$ cat config.mk
export PLATFORM = sky130hd
export DESIGN_NAME = tsi_switch
export DESIGN_NICKNAME = d
export VERILOG_FILES = /design/src/rtl/tsi_pkg.sv /design/src/rtl/tsi_frame_timer.sv /design/src/rtl/tsi_ctl_map.sv /design/src/rtl/tsi_data_bank.sv /design/src/rtl/tsi_switch.sv
export SDC_FILE = /design/constraint.sdc
export NUM_CORES = 1
export LEC_CHECK = 0
export BUFFER_PORTS_ARGS = -buffer_cell sky130_fd_sc_hd__buf_2
export CORE_MARGIN = 8
export CORE_UTILIZATION = 30
export DETAILED_ROUTE_END_ITERATION = 6
export PLACE_DENSITY = 0.56
export REMOVE_ABC_BUFFERS = 1
export SLEW_MARGIN = 40
export SYNTH_ARGS = -nofsm -noshare
export SYNTH_HDL_FRONTEND = slang
export SYNTH_HIERARCHICAL = 1
export SYNTH_SLANG_ARGS = --single-unit
$ cat constraint.sdc
create_clock -name clk -period 5.6 [get_ports clk]
set_input_delay 0.28 -clock clk [delete_from_list [all_inputs] [get_ports clk]]
set_output_delay 0.28 -clock clk [all_outputs]
set_load 0.005 [all_outputs]
$ cat src/rtl/tsi_pkg.sv
package tsi_pkg;
  localparam int SAMPLE_W  = 8;
  localparam int BIT_IDX_W = $clog2(SAMPLE_W);

  typedef logic [SAMPLE_W-1:0] sample_t;

  // Serial bits arrive MSB first: each new bit enters at the LSB end.
  function automatic sample_t shift_in(sample_t acc, logic b);
    return {acc[SAMPLE_W-2:0], b};
  endfunction

  // Next outgoing byte state after one bit has left from the MSB end.
  function automatic sample_t shift_out(sample_t acc);
    return {acc[SAMPLE_W-2:0], 1'b0};
  endfunction
endpackage

$ cat src/rtl/tsi_frame_timer.sv
module tsi_frame_timer
  import tsi_pkg::*;
#(
  parameter int SLOT_BITS = 5
) (
  input  logic                 clk,
  input  logic                 rst_n,
  input  logic                 sync,
  output logic [SLOT_BITS-1:0] slot_idx,
  output logic [BIT_IDX_W-1:0] bit_idx,
  output logic                 slot_end,
  output logic                 frame_end
);
  localparam int POS_W = SLOT_BITS + BIT_IDX_W;

  logic [POS_W-1:0] pos_q;
  logic [POS_W-1:0] pos_cur;

  // The strobe forces the current cycle to frame position zero.
  assign pos_cur   = sync ? '0 : pos_q;
  assign slot_idx  = pos_cur[POS_W-1:BIT_IDX_W];
  assign bit_idx   = pos_cur[BIT_IDX_W-1:0];
  assign slot_end  = (bit_idx == BIT_IDX_W'(SAMPLE_W-1));
  assign frame_end = &pos_cur;

  always_ff @(posedge clk) begin
    if (!rst_n) pos_q <= '0;
    else        pos_q <= pos_cur + 1'b1;
  end
endmodule

$ cat src/rtl/tsi_ctl_map.sv
module tsi_ctl_map #(
  parameter int SLOT_BITS = 5
) (
  input  logic                           clk,
  input  logic                           rst_n,
  input  logic                           wr_en,
  input  logic [SLOT_BITS-1:0]           wr_slot,
  input  logic [SLOT_BITS-1:0]           wr_src,
  input  logic                           swap,
  input  logic [SLOT_BITS-1:0]           rd_slot,
  input  logic                           rd_pend,
  output logic [SLOT_BITS-1:0]           rd_src,
  output logic [(1<<SLOT_BITS)*SLOT_BITS-1:0] act_flat
);
  localparam int NSLOT = 1 << SLOT_BITS;

  logic [SLOT_BITS-1:0] act  [NSLOT];
  logic [SLOT_BITS-1:0] pend [NSLOT];

  for (genvar gi = 0; gi < NSLOT; gi++) begin : g_entry
    always_ff @(posedge clk) begin
      if (!rst_n) begin
        act[gi]  <= SLOT_BITS'(gi);
        pend[gi] <= SLOT_BITS'(gi);
      end else begin
        if (wr_en && wr_slot == SLOT_BITS'(gi)) pend[gi] <= wr_src;
        if (swap) act[gi] <= pend[gi];
      end
    end
    assign act_flat[gi*SLOT_BITS +: SLOT_BITS] = act[gi];
  end

  // At the boundary the first slot of the new frame already follows pending.
  assign rd_src = rd_pend ? pend[rd_slot] : act[rd_slot];
endmodule

$ cat src/rtl/tsi_data_bank.sv
module tsi_data_bank
  import tsi_pkg::*;
#(
  parameter int SLOT_BITS = 5
) (
  input  logic                 clk,
  input  logic                 wr_en,
  input  logic                 wr_bank,
  input  logic [SLOT_BITS-1:0] wr_addr,
  input  sample_t              wr_data,
  input  logic                 rd_bank,
  input  logic [SLOT_BITS-1:0] rd_addr,
  output sample_t              rd_data
);
  localparam int NSLOT = 1 << SLOT_BITS;
  localparam int NBANK = 2;

  sample_t mem [NBANK][NSLOT];

  for (genvar gb = 0; gb < NBANK; gb++) begin : g_bank
    for (genvar gw = 0; gw < NSLOT; gw++) begin : g_word
      always_ff @(posedge clk) begin
        if (wr_en && wr_bank == 1'(gb) && wr_addr == SLOT_BITS'(gw))
          mem[gb][gw] <= wr_data;
      end
    end
  end

  assign rd_data = mem[rd_bank][rd_addr];
endmodule

$ cat src/rtl/tsi_switch.sv
module tsi_switch
  import tsi_pkg::*;
#(
  parameter int SLOT_BITS = 5
) (
  input  logic                 clk,
  input  logic                 rst_n,
  input  logic                 rx_fsync,
  input  logic                 rx_bit,
  input  logic                 cfg_we,
  input  logic [SLOT_BITS-1:0] cfg_out_slot,
  input  logic [SLOT_BITS-1:0] cfg_in_slot,
  output logic                 tx_fsync,
  output logic                 tx_bit
);
  localparam int NSLOT  = 1 << SLOT_BITS;
  localparam int MAP_W  = NSLOT * SLOT_BITS;

  // Named internal events, also used by the bound checker.
  logic [SLOT_BITS-1:0] slot_idx;
  logic [BIT_IDX_W-1:0] bit_idx;
  logic                 slot_end;
  logic                 frame_end;
  logic                 wr_bank_q;
  logic [MAP_W-1:0]     act_map_flat;

  logic [SLOT_BITS-1:0] next_slot;
  logic [SLOT_BITS-1:0] src_slot;
  logic                 rd_bank;
  logic                 fwd_hit;
  sample_t              in_shift_q;
  sample_t              in_byte;
  sample_t              rd_byte;
  sample_t              load_byte;
  sample_t              out_shift_q;
  logic                 tx_fsync_q;

  tsi_frame_timer #(.SLOT_BITS(SLOT_BITS)) u_timer (
    .clk       (clk),
    .rst_n     (rst_n),
    .sync      (rx_fsync),
    .slot_idx  (slot_idx),
    .bit_idx   (bit_idx),
    .slot_end  (slot_end),
    .frame_end (frame_end)
  );

  assign in_byte   = shift_in(in_shift_q, rx_bit);
  assign next_slot = SLOT_BITS'(slot_idx + 1'b1);

  tsi_ctl_map #(.SLOT_BITS(SLOT_BITS)) u_map (
    .clk      (clk),
    .rst_n    (rst_n),
    .wr_en    (cfg_we),
    .wr_slot  (cfg_out_slot),
    .wr_src   (cfg_in_slot),
    .swap     (frame_end),
    .rd_slot  (next_slot),
    .rd_pend  (frame_end),
    .rd_src   (src_slot),
    .act_flat (act_map_flat)
  );

  // At the frame boundary the bank being filled becomes the playback bank.
  assign rd_bank = frame_end ? wr_bank_q : ~wr_bank_q;

  tsi_data_bank #(.SLOT_BITS(SLOT_BITS)) u_bank (
    .clk     (clk),
    .wr_en   (slot_end),
    .wr_bank (wr_bank_q),
    .wr_addr (slot_idx),
    .wr_data (in_byte),
    .rd_bank (rd_bank),
    .rd_addr (src_slot),
    .rd_data (rd_byte)
  );

  // The last input byte is written in the same cycle it may be needed.
  assign fwd_hit   = frame_end && (src_slot == slot_idx);
  assign load_byte = fwd_hit ? in_byte : rd_byte;

  always_ff @(posedge clk) begin
    if (!rst_n) begin
      in_shift_q  <= '0;
      out_shift_q <= '0;
      wr_bank_q   <= 1'b0;
      tx_fsync_q  <= 1'b0;
    end else begin
      in_shift_q  <= in_byte;
      out_shift_q <= slot_end ? load_byte : shift_out(out_shift_q);
      tx_fsync_q  <= frame_end;
      if (frame_end) wr_bank_q <= ~wr_bank_q;
    end
  end

  assign tx_bit   = out_shift_q[SAMPLE_W-1];
  assign tx_fsync = tx_fsync_q;
endmodule

-- Word level (Yosys, flattened, before mapping)
Memories as Yosys holds them, arrays and structs flattened.
Index checks and enable logic that the tools add are counted.
- output and inout port bits: 2
- memories: 3
- logic and storage cells: 549
- bits of input ports: 15
- flip-flop bits (word level): 25
- memory bits (writable): 832
- reductions and logical operators: 104
- $lt $le $gt $ge: 1
- muxes and demuxes: 303
- bitwise gates (word level): 66
- $add $sub $neg: 2
- eq/ne operators: 64
- memory list (name ; depth ; width ; read ports ; clocked after Yosys merged registers in ; write ports ; line ; source):
    u_bank.mem ; 2 ; 256 ; 1 ; 0 ; 1 ; tsi_data_bank.sv:18 ; sample_t mem [NBANK][NSLOT];
    u_map.act ; 32 ; 5 ; 1 ; 0 ; 32 ; tsi_ctl_map.sv:17 ; logic [SLOT_BITS-1:0] act [NSLOT];
    u_map.pend ; 32 ; 5 ; 33 ; 0 ; 32 ; tsi_ctl_map.sv:18 ; logic [SLOT_BITS-1:0] pend [NSLOT];
- operators with widths (cell ; number):
    $mux 5 ; 65
    $mux 256 ; 1
    $reduce_or 256->1 ; 1
    $mux 1 ; 230
    $eq 5x5->1 const B ; 32
    $logic_and 1x1->1 ; 99
    $eq 5x4->1 const B ; 16
    $or 1x1->1 ; 64
    $bmux 8 s5 ; 1
    $eq 5x3->1 const B ; 8
    $mux 8 ; 5
    $mux 32 ; 1
    $eq 5x2->1 const B ; 4
    $eq 5x1->1 const B ; 2
    $logic_not 5->1 ; 2
    $add 8x1->8 const B ; 1
    $reduce_and 8->1 ; 1
    $ge 6x6->1 const B ; 1
    $not 5->6 ; 1
    $add 5x1->5 const B ; 1
    $eq 5x5->1 ; 1
    $eq 3x3->1 const B ; 1
    $reduce_and 2->1 ; 1
    $not 1->1 ; 1

-- Depth between registers and ports, before layout
An unclocked memory read counts as a cell.
- depth in word-level cells: 10
- mapped depth: 21

-- Modules after synthesis
Netlist, hierarchy kept.
- modules (own cells, without submodules) (module ; instances ; area each (um2) ; cells an instance):
    tsi_data_bank ; 1 ; 19860.3 ; 910
    tsi_ctl_map ; 1 ; 14707.9 ; 994
    tsi_switch ; 1 ; 792.0 ; 89
    tsi_frame_timer ; 1 ; 400.4 ; 45

-- Worst setup path before layout
Ideal clock, no wire load.
- path type: input port to flip-flop
- start point: input port rx_fsync
- end point: memory u_map.act[0][0], enable pin
- path slack: -0.222 ns
- data required time: 5.052 ns
- buffers on the path: 2
- stages: 8
- data arrival time: 5.274 ns
- path through: buf_6 -> nor2b_1 -> ha_1 -> nand3_1 -> inv_1 -> and3_1 -> clkbuf_1 -> nand2b_1
- RTL lines (what ; line ; source):
    start, declared ; tsi_switch.sv:8 ; input logic rx_fsync,
    end, declared ; tsi_ctl_map.sv:17 ;

-- Worst setup path in the final report
- start point: register u_timer.pos_q[5]
- end point: register out_shift_q[1]
- word-level cells in the longest chain between the ends: 10
- elaborated cells between the ends (all ways): 16
- classes of those cells: add/sub: 1; eq/ne: 1; mux: 8; bitwise: 1; reduce/logical: 2; memory: 3
- RTL lines (what ; line ; source):
    start, declared ; tsi_frame_timer.sv:16 ; logic [POS_W-1:0] pos_q;
    start signal, assigned ; tsi_frame_timer.sv:28 ; else pos_q <= pos_cur + 1'b1;
    $mux 8 * ; tsi_frame_timer.sv:20 ; assign pos_cur = sync ? '0 : pos_q;
    net slot_idx[2] ; tsi_switch.sv:20 ; logic [SLOT_BITS-1:0] slot_idx;
    $add 5x1->5 * ; tsi_switch.sv:49 ; assign next_slot = SLOT_BITS'(slot_idx + 1'b1);
    net next_slot[3] ; tsi_switch.sv:27 ; logic [SLOT_BITS-1:0] next_slot;
    $mem_v2 32x5 (on tied branches) ; -- ;
    $mux 5 * ; tsi_ctl_map.sv:34 ; assign rd_src = rd_pend ? pend[rd_slot] : act[rd_slot];
    net src_slot[0] ; tsi_switch.sv:28 ; logic [SLOT_BITS-1:0] src_slot;
    $not 5->6 (implied by the code) * ; tsi_data_bank.sv:29 ; assign rd_data = mem[rd_bank][rd_addr];
    $bmux 8 s5 * ; tsi_data_bank.sv:29 ;
    $mux 8 (implied by the code) * (2 in series) ; tsi_data_bank.sv:29 ;
    net rd_byte[1] ; tsi_switch.sv:33 ; sample_t rd_byte;
    $mux 8 * ; tsi_switch.sv:80 ; assign load_byte = fwd_hit ? in_byte : rd_byte;
    $mux 8 * ; tsi_switch.sv:90 ; out_shift_q <= slot_end ? load_byte : shift_out(out_shift_q);
    end signal, assigned ; tsi_switch.sv:90 ;
    end, declared ; tsi_switch.sv:35 ; sample_t out_shift_q;
Mark *: on every way through the listed nets, which the timed path passes. The rest lies on a longest branch. The select of a mux whose other input is x is not followed.
A chain may end at the register's enable or synchronous reset.

==> metrics.md <==
| Metric | Value |
|---|---|
| H-tree depth | 3 |
| Max-cap violation count | 0 |
| Chip height | around 360 um |
| Yosys top cell by area | edfxtp_1 |
| Worst-path clk slew | 0.06 ns |
| Peak VDD IR | between 200 and 250 uV |
| Slowest stage delay, CP | about 0.6 ns |
| Post-CTS setup buffer count | 0 |
| Clock buffer depth | 3 |
| Max Freq | between 150 and 200 MHz |
| Cells after Synth | 2038 |
| Buffers and inverters on the worst path | 2 |
| Final hold violation count | 0 |
| Layout net count | between 2000 and 2500 |
| Final wirelength | around 86000 um |
| Clock Sink Count | 857 |
| Setup CP Type | register to register |
| Post-synth top flop | edfxtp_1 |
| Worst hold start | rx_fsync |
| RSZ-0062 raised after global routing | false |
| Worst path slowest cell | nand2b_1 |
| Critical path peak fanout | 31 |
| Worst Skew | between 0.04 and 0.05 ns |
| Final Max Tran Viols | 0 |
| Period utilisation layout | roughly nine tenths |
| Worst slew pin tran | roughly 0.86 ns |
| FF+latch area | approximately 0.025 mm2 |
| Clk Latency, worst-skew pair | 0.66 ns |
| Critical path launch point type | register |
| Site Rows | between 100 and 150 |
| Endpoints failing setup | 0 |
| Gr ovfl total | 0 |
| Fill cells | ~11000 |
| Initial antenna violation count | 1 |
| Minimum clock period | about 5.2 ns |
| Vias post-DR | about 19000 |
| Leakage dissipation | 12.09 nW |
| Routed Antenna Nets | 0 |
| Worst EP required | ~6 ns |
| Largest net degree at the start of global routing | between 80 and 90 |
| TritonCTS clock tree | done |
| Crit path cell chain | nor2b_1 -> buf_4 -> nand3_1 -> xnor2_2 -> nand3_1 -> o22ai_1 -> buf_4 -> a211oi_1 -> a22o_4 -> nand2b_1 -> o22ai_1 -> o32ai_1 -> o21ai_0 -> o2bb2ai_1 -> o2111ai_1 -> nand3_1 |
| Core region area | between 0.1 and 0.15 mm2 |
| Number of buffers created by CTS | 90 |
| Boundary Pins | 17 |
| Register area share after synthesis | 71.26% |
| Status | finished, final reports clean |
| Post-synth EDFFs | between 800 and 900 |
| Global router's overall resource usage | about an eighth |
| Mapped cell area | approximately 0.036 mm2 |
| FF+latch count, synth | approximately 860 |
| YS warnings | 6 |
| RD Place Congestion | 0.9033 |
| CP dominant cell by count | nand3_1 |
| Hold WS | about 0.07 ns |
| First-pass GRT wire length | 129000 um |
| Synth cell types | between 50 and 60 |
| Setup TNS | 0 ns |
| Die width | 361.3 um |
| Largest cells by area after synthesis | edfxtp_1, mux4_2, and3_1 |
| Vias in the first global route | ~19000 |
| Mean Syn Cell Area | 17.55 um2 |
| Root buffer cell | clkbuf_16 |
| Layout cells sized above 1 | 26.36% |
| Crit path from | u_timer/pos_q[5] |
| Area of the multi-input gates | 0.009691 mm2 |
| Vias per cell | 5.154 |
| Area of the die | between 0.1 and 0.15 mm2 |
| Area growth syn-to-layout | 13.95% |
| CP Capture Type | register |
| Remaining DRCs | 0 |
| Drt pass-1 iters | 5 |
| Power per cell area | ~330 mW/mm2 |
| IO Port Bufs | 16 |
| Critical path data arrival time | about 5.7 ns |
| Detail Placement HPWL | between 50000 and 60000 um |
| HP Class | primary input to register |
| Initial Util | a little over 30% |
| Post-synth ARST share | 0% |
| CP delay by family, top | compound AO/OA/AOI/OAI gates |
| Max_slew headroom | approximately 43% |
| Worst r2r src | u_timer/pos_q[5] |
| Synth top area share | roughly 70% |
| Wire per inst | around 23 um |
| Iter 0 DRT Violations | 2024 |
registers in the layout, summed over array words and instances (netlist names):
signal,count
out_shift_q,8
tx_fsync,1
u_timer/pos_q,8
u_map/pend,160
u_map/act,160
in_shift_q,7
u_bank/mem,512
wr_bank_q,1
layer usage:
layer	share of wire [%]	GRT usage, %	routed length, um	vias to the layer above
met5	0	0	0	-
met4	2.1	3.240	1805	0
met3	5.0	2.075	4273	121
met2	50	21.61	42620	543
met1	43	17.37	37110	10020
li1	-	-	-	8209
final cells by class:
cell class                 count  area share (%)
timing repair buffer          73           1.523
multi-input combinational   1025           23.78
sequential                   857           62.56
inverter                      10         0.09825
clock inverter                41           1.121
tap                         1536           4.716
antenna                        1        0.006141
clock buffer                 122           6.196
layout by cell type (no fill, tap or decap), types with 7 or more instances in the layout:
master,n
buf_4,47
o22ai_1,35
or2_2,82
nand3b_1,8
o32ai_1,7
mux2_2,16
dfxtp_1,18
nor2_1,80
dfxtp_2,7
o2bb2ai_1,7
a21oi_1,12
clkbuf_1,19
edfxtp_1,832
clkinv_1,15
nor3_1,57
nand2_1,76
a22oi_1,11
buf_12,8
mux4_1,8
nand3_1,39
nor2_2,31
o21ai_0,35
mux4_2,200
and2_1,33
clkbuf_16,92
o21ai_1,22
and3_1,81
o221ai_1,12
o2111ai_1,8
clkbuf_8,11
bufinv_16,8
nor2b_1,22
mux2i_1,19
buf_2,15
or3_1,48
clkinv_2,9
nand2b_1,12
stage by stage:
step	setup WS [ns]	total power (W)	utilization (%)	instance area [um2]	instances
after floorplan	-8.897	0.007515	-	35050	1892
after global placement	0.5034	0.007703	31.87	37630	3496
after detailed placement	0.3868	0.007718	31.94	37710	3499
after CTS	0.4234	0.01368	34.47	40710	3663
after global routing	0.06981	0.01394	34.51	40750	3664
final	0.4495	0.01355	34.51	40750	3665
repair_timing:
action	4_1_cts	5_1_grt
gates resized for setup	0	1
hold endpoints to repair	2	0
endpoints found under the setup margin	0	1
hold buffers	1	0
path summary, 6_finish.rpt:
| kind | slack [ns] | endpoint | cells after the start |
|---|---|---|---|
| hold / removal | 0.07 | u_timer/pos_q[0] | 3 |
| hold reg to reg | 0.45 | out_shift_q[5] | 2 |
| setup / recovery | 0.45 | out_shift_q[1] | 16 |
| setup reg to reg | 0.45 | out_shift_q[1] | 16 |
power breakdown:
part	leakage (nW)	switching, W	internal, W	total (W)
sequential	7.41	0.0000574	0.00712	0.00718
clock	1.44	0.00244	0.00353	0.00597
combinational	3.25	0.000276	0.000124	0.000400
total	12.1	0.00277	0.0108	0.0135
synth_stat cells (all sizes together), types with 7 or more instances:
cell type	instances
mux4	208
o2bb2ai	7
inv	10
a22oi	11
buf	53
nand2	78
and2	33
nand3	40
o2111ai	8
or3	48
clkbuf	93
nor2	111
or2	82
o22ai	35
nand2b	13
nor3	57
xnor2	9
mux2	16
dfxtp	25
a21oi	12
mux2i	19
and3	82
o221ai	12
o32ai	7
nand3b	8
nor2b	23
nand4	7
o21ai	57
edfxtp	832
worst register-to-register path, cell delays in order (launching register included):
cell and delay [ns]:
dfxtp_1 0.39, nor2b_1 0.45, buf_4 0.29, nand3_1 0.14, xnor2_2 0.49, nand3_1 0.28, o22ai_1 0.41, buf_4 0.18
a211oi_1 0.05, a22o_4 0.44, nand2b_1 0.64, o22ai_1 0.43, o32ai_1 0.17, o21ai_0 0.26, o2bb2ai_1 0.18, o2111ai_1 0.13
nand3_1 0.11
cells by family (layout without fill, tap and decap cells):
family / after synthesis / after routing / share of synthesized area [%]
buf+inv: 156 / 246 / 2.099
flops: 857 / 857 / 71.26
other cells: 0 / 1 / 0
compound gates: 169 / 169 / 3.079
mux: 243 / 243 / 14.22
fa+ha+maj: 3 / 3 / 0.1050
simple gates: 599 / 599 / 8.943
xor+xnor: 11 / 11 / 0.2904
No activity file was read; power rests on OpenSTA's default activity.
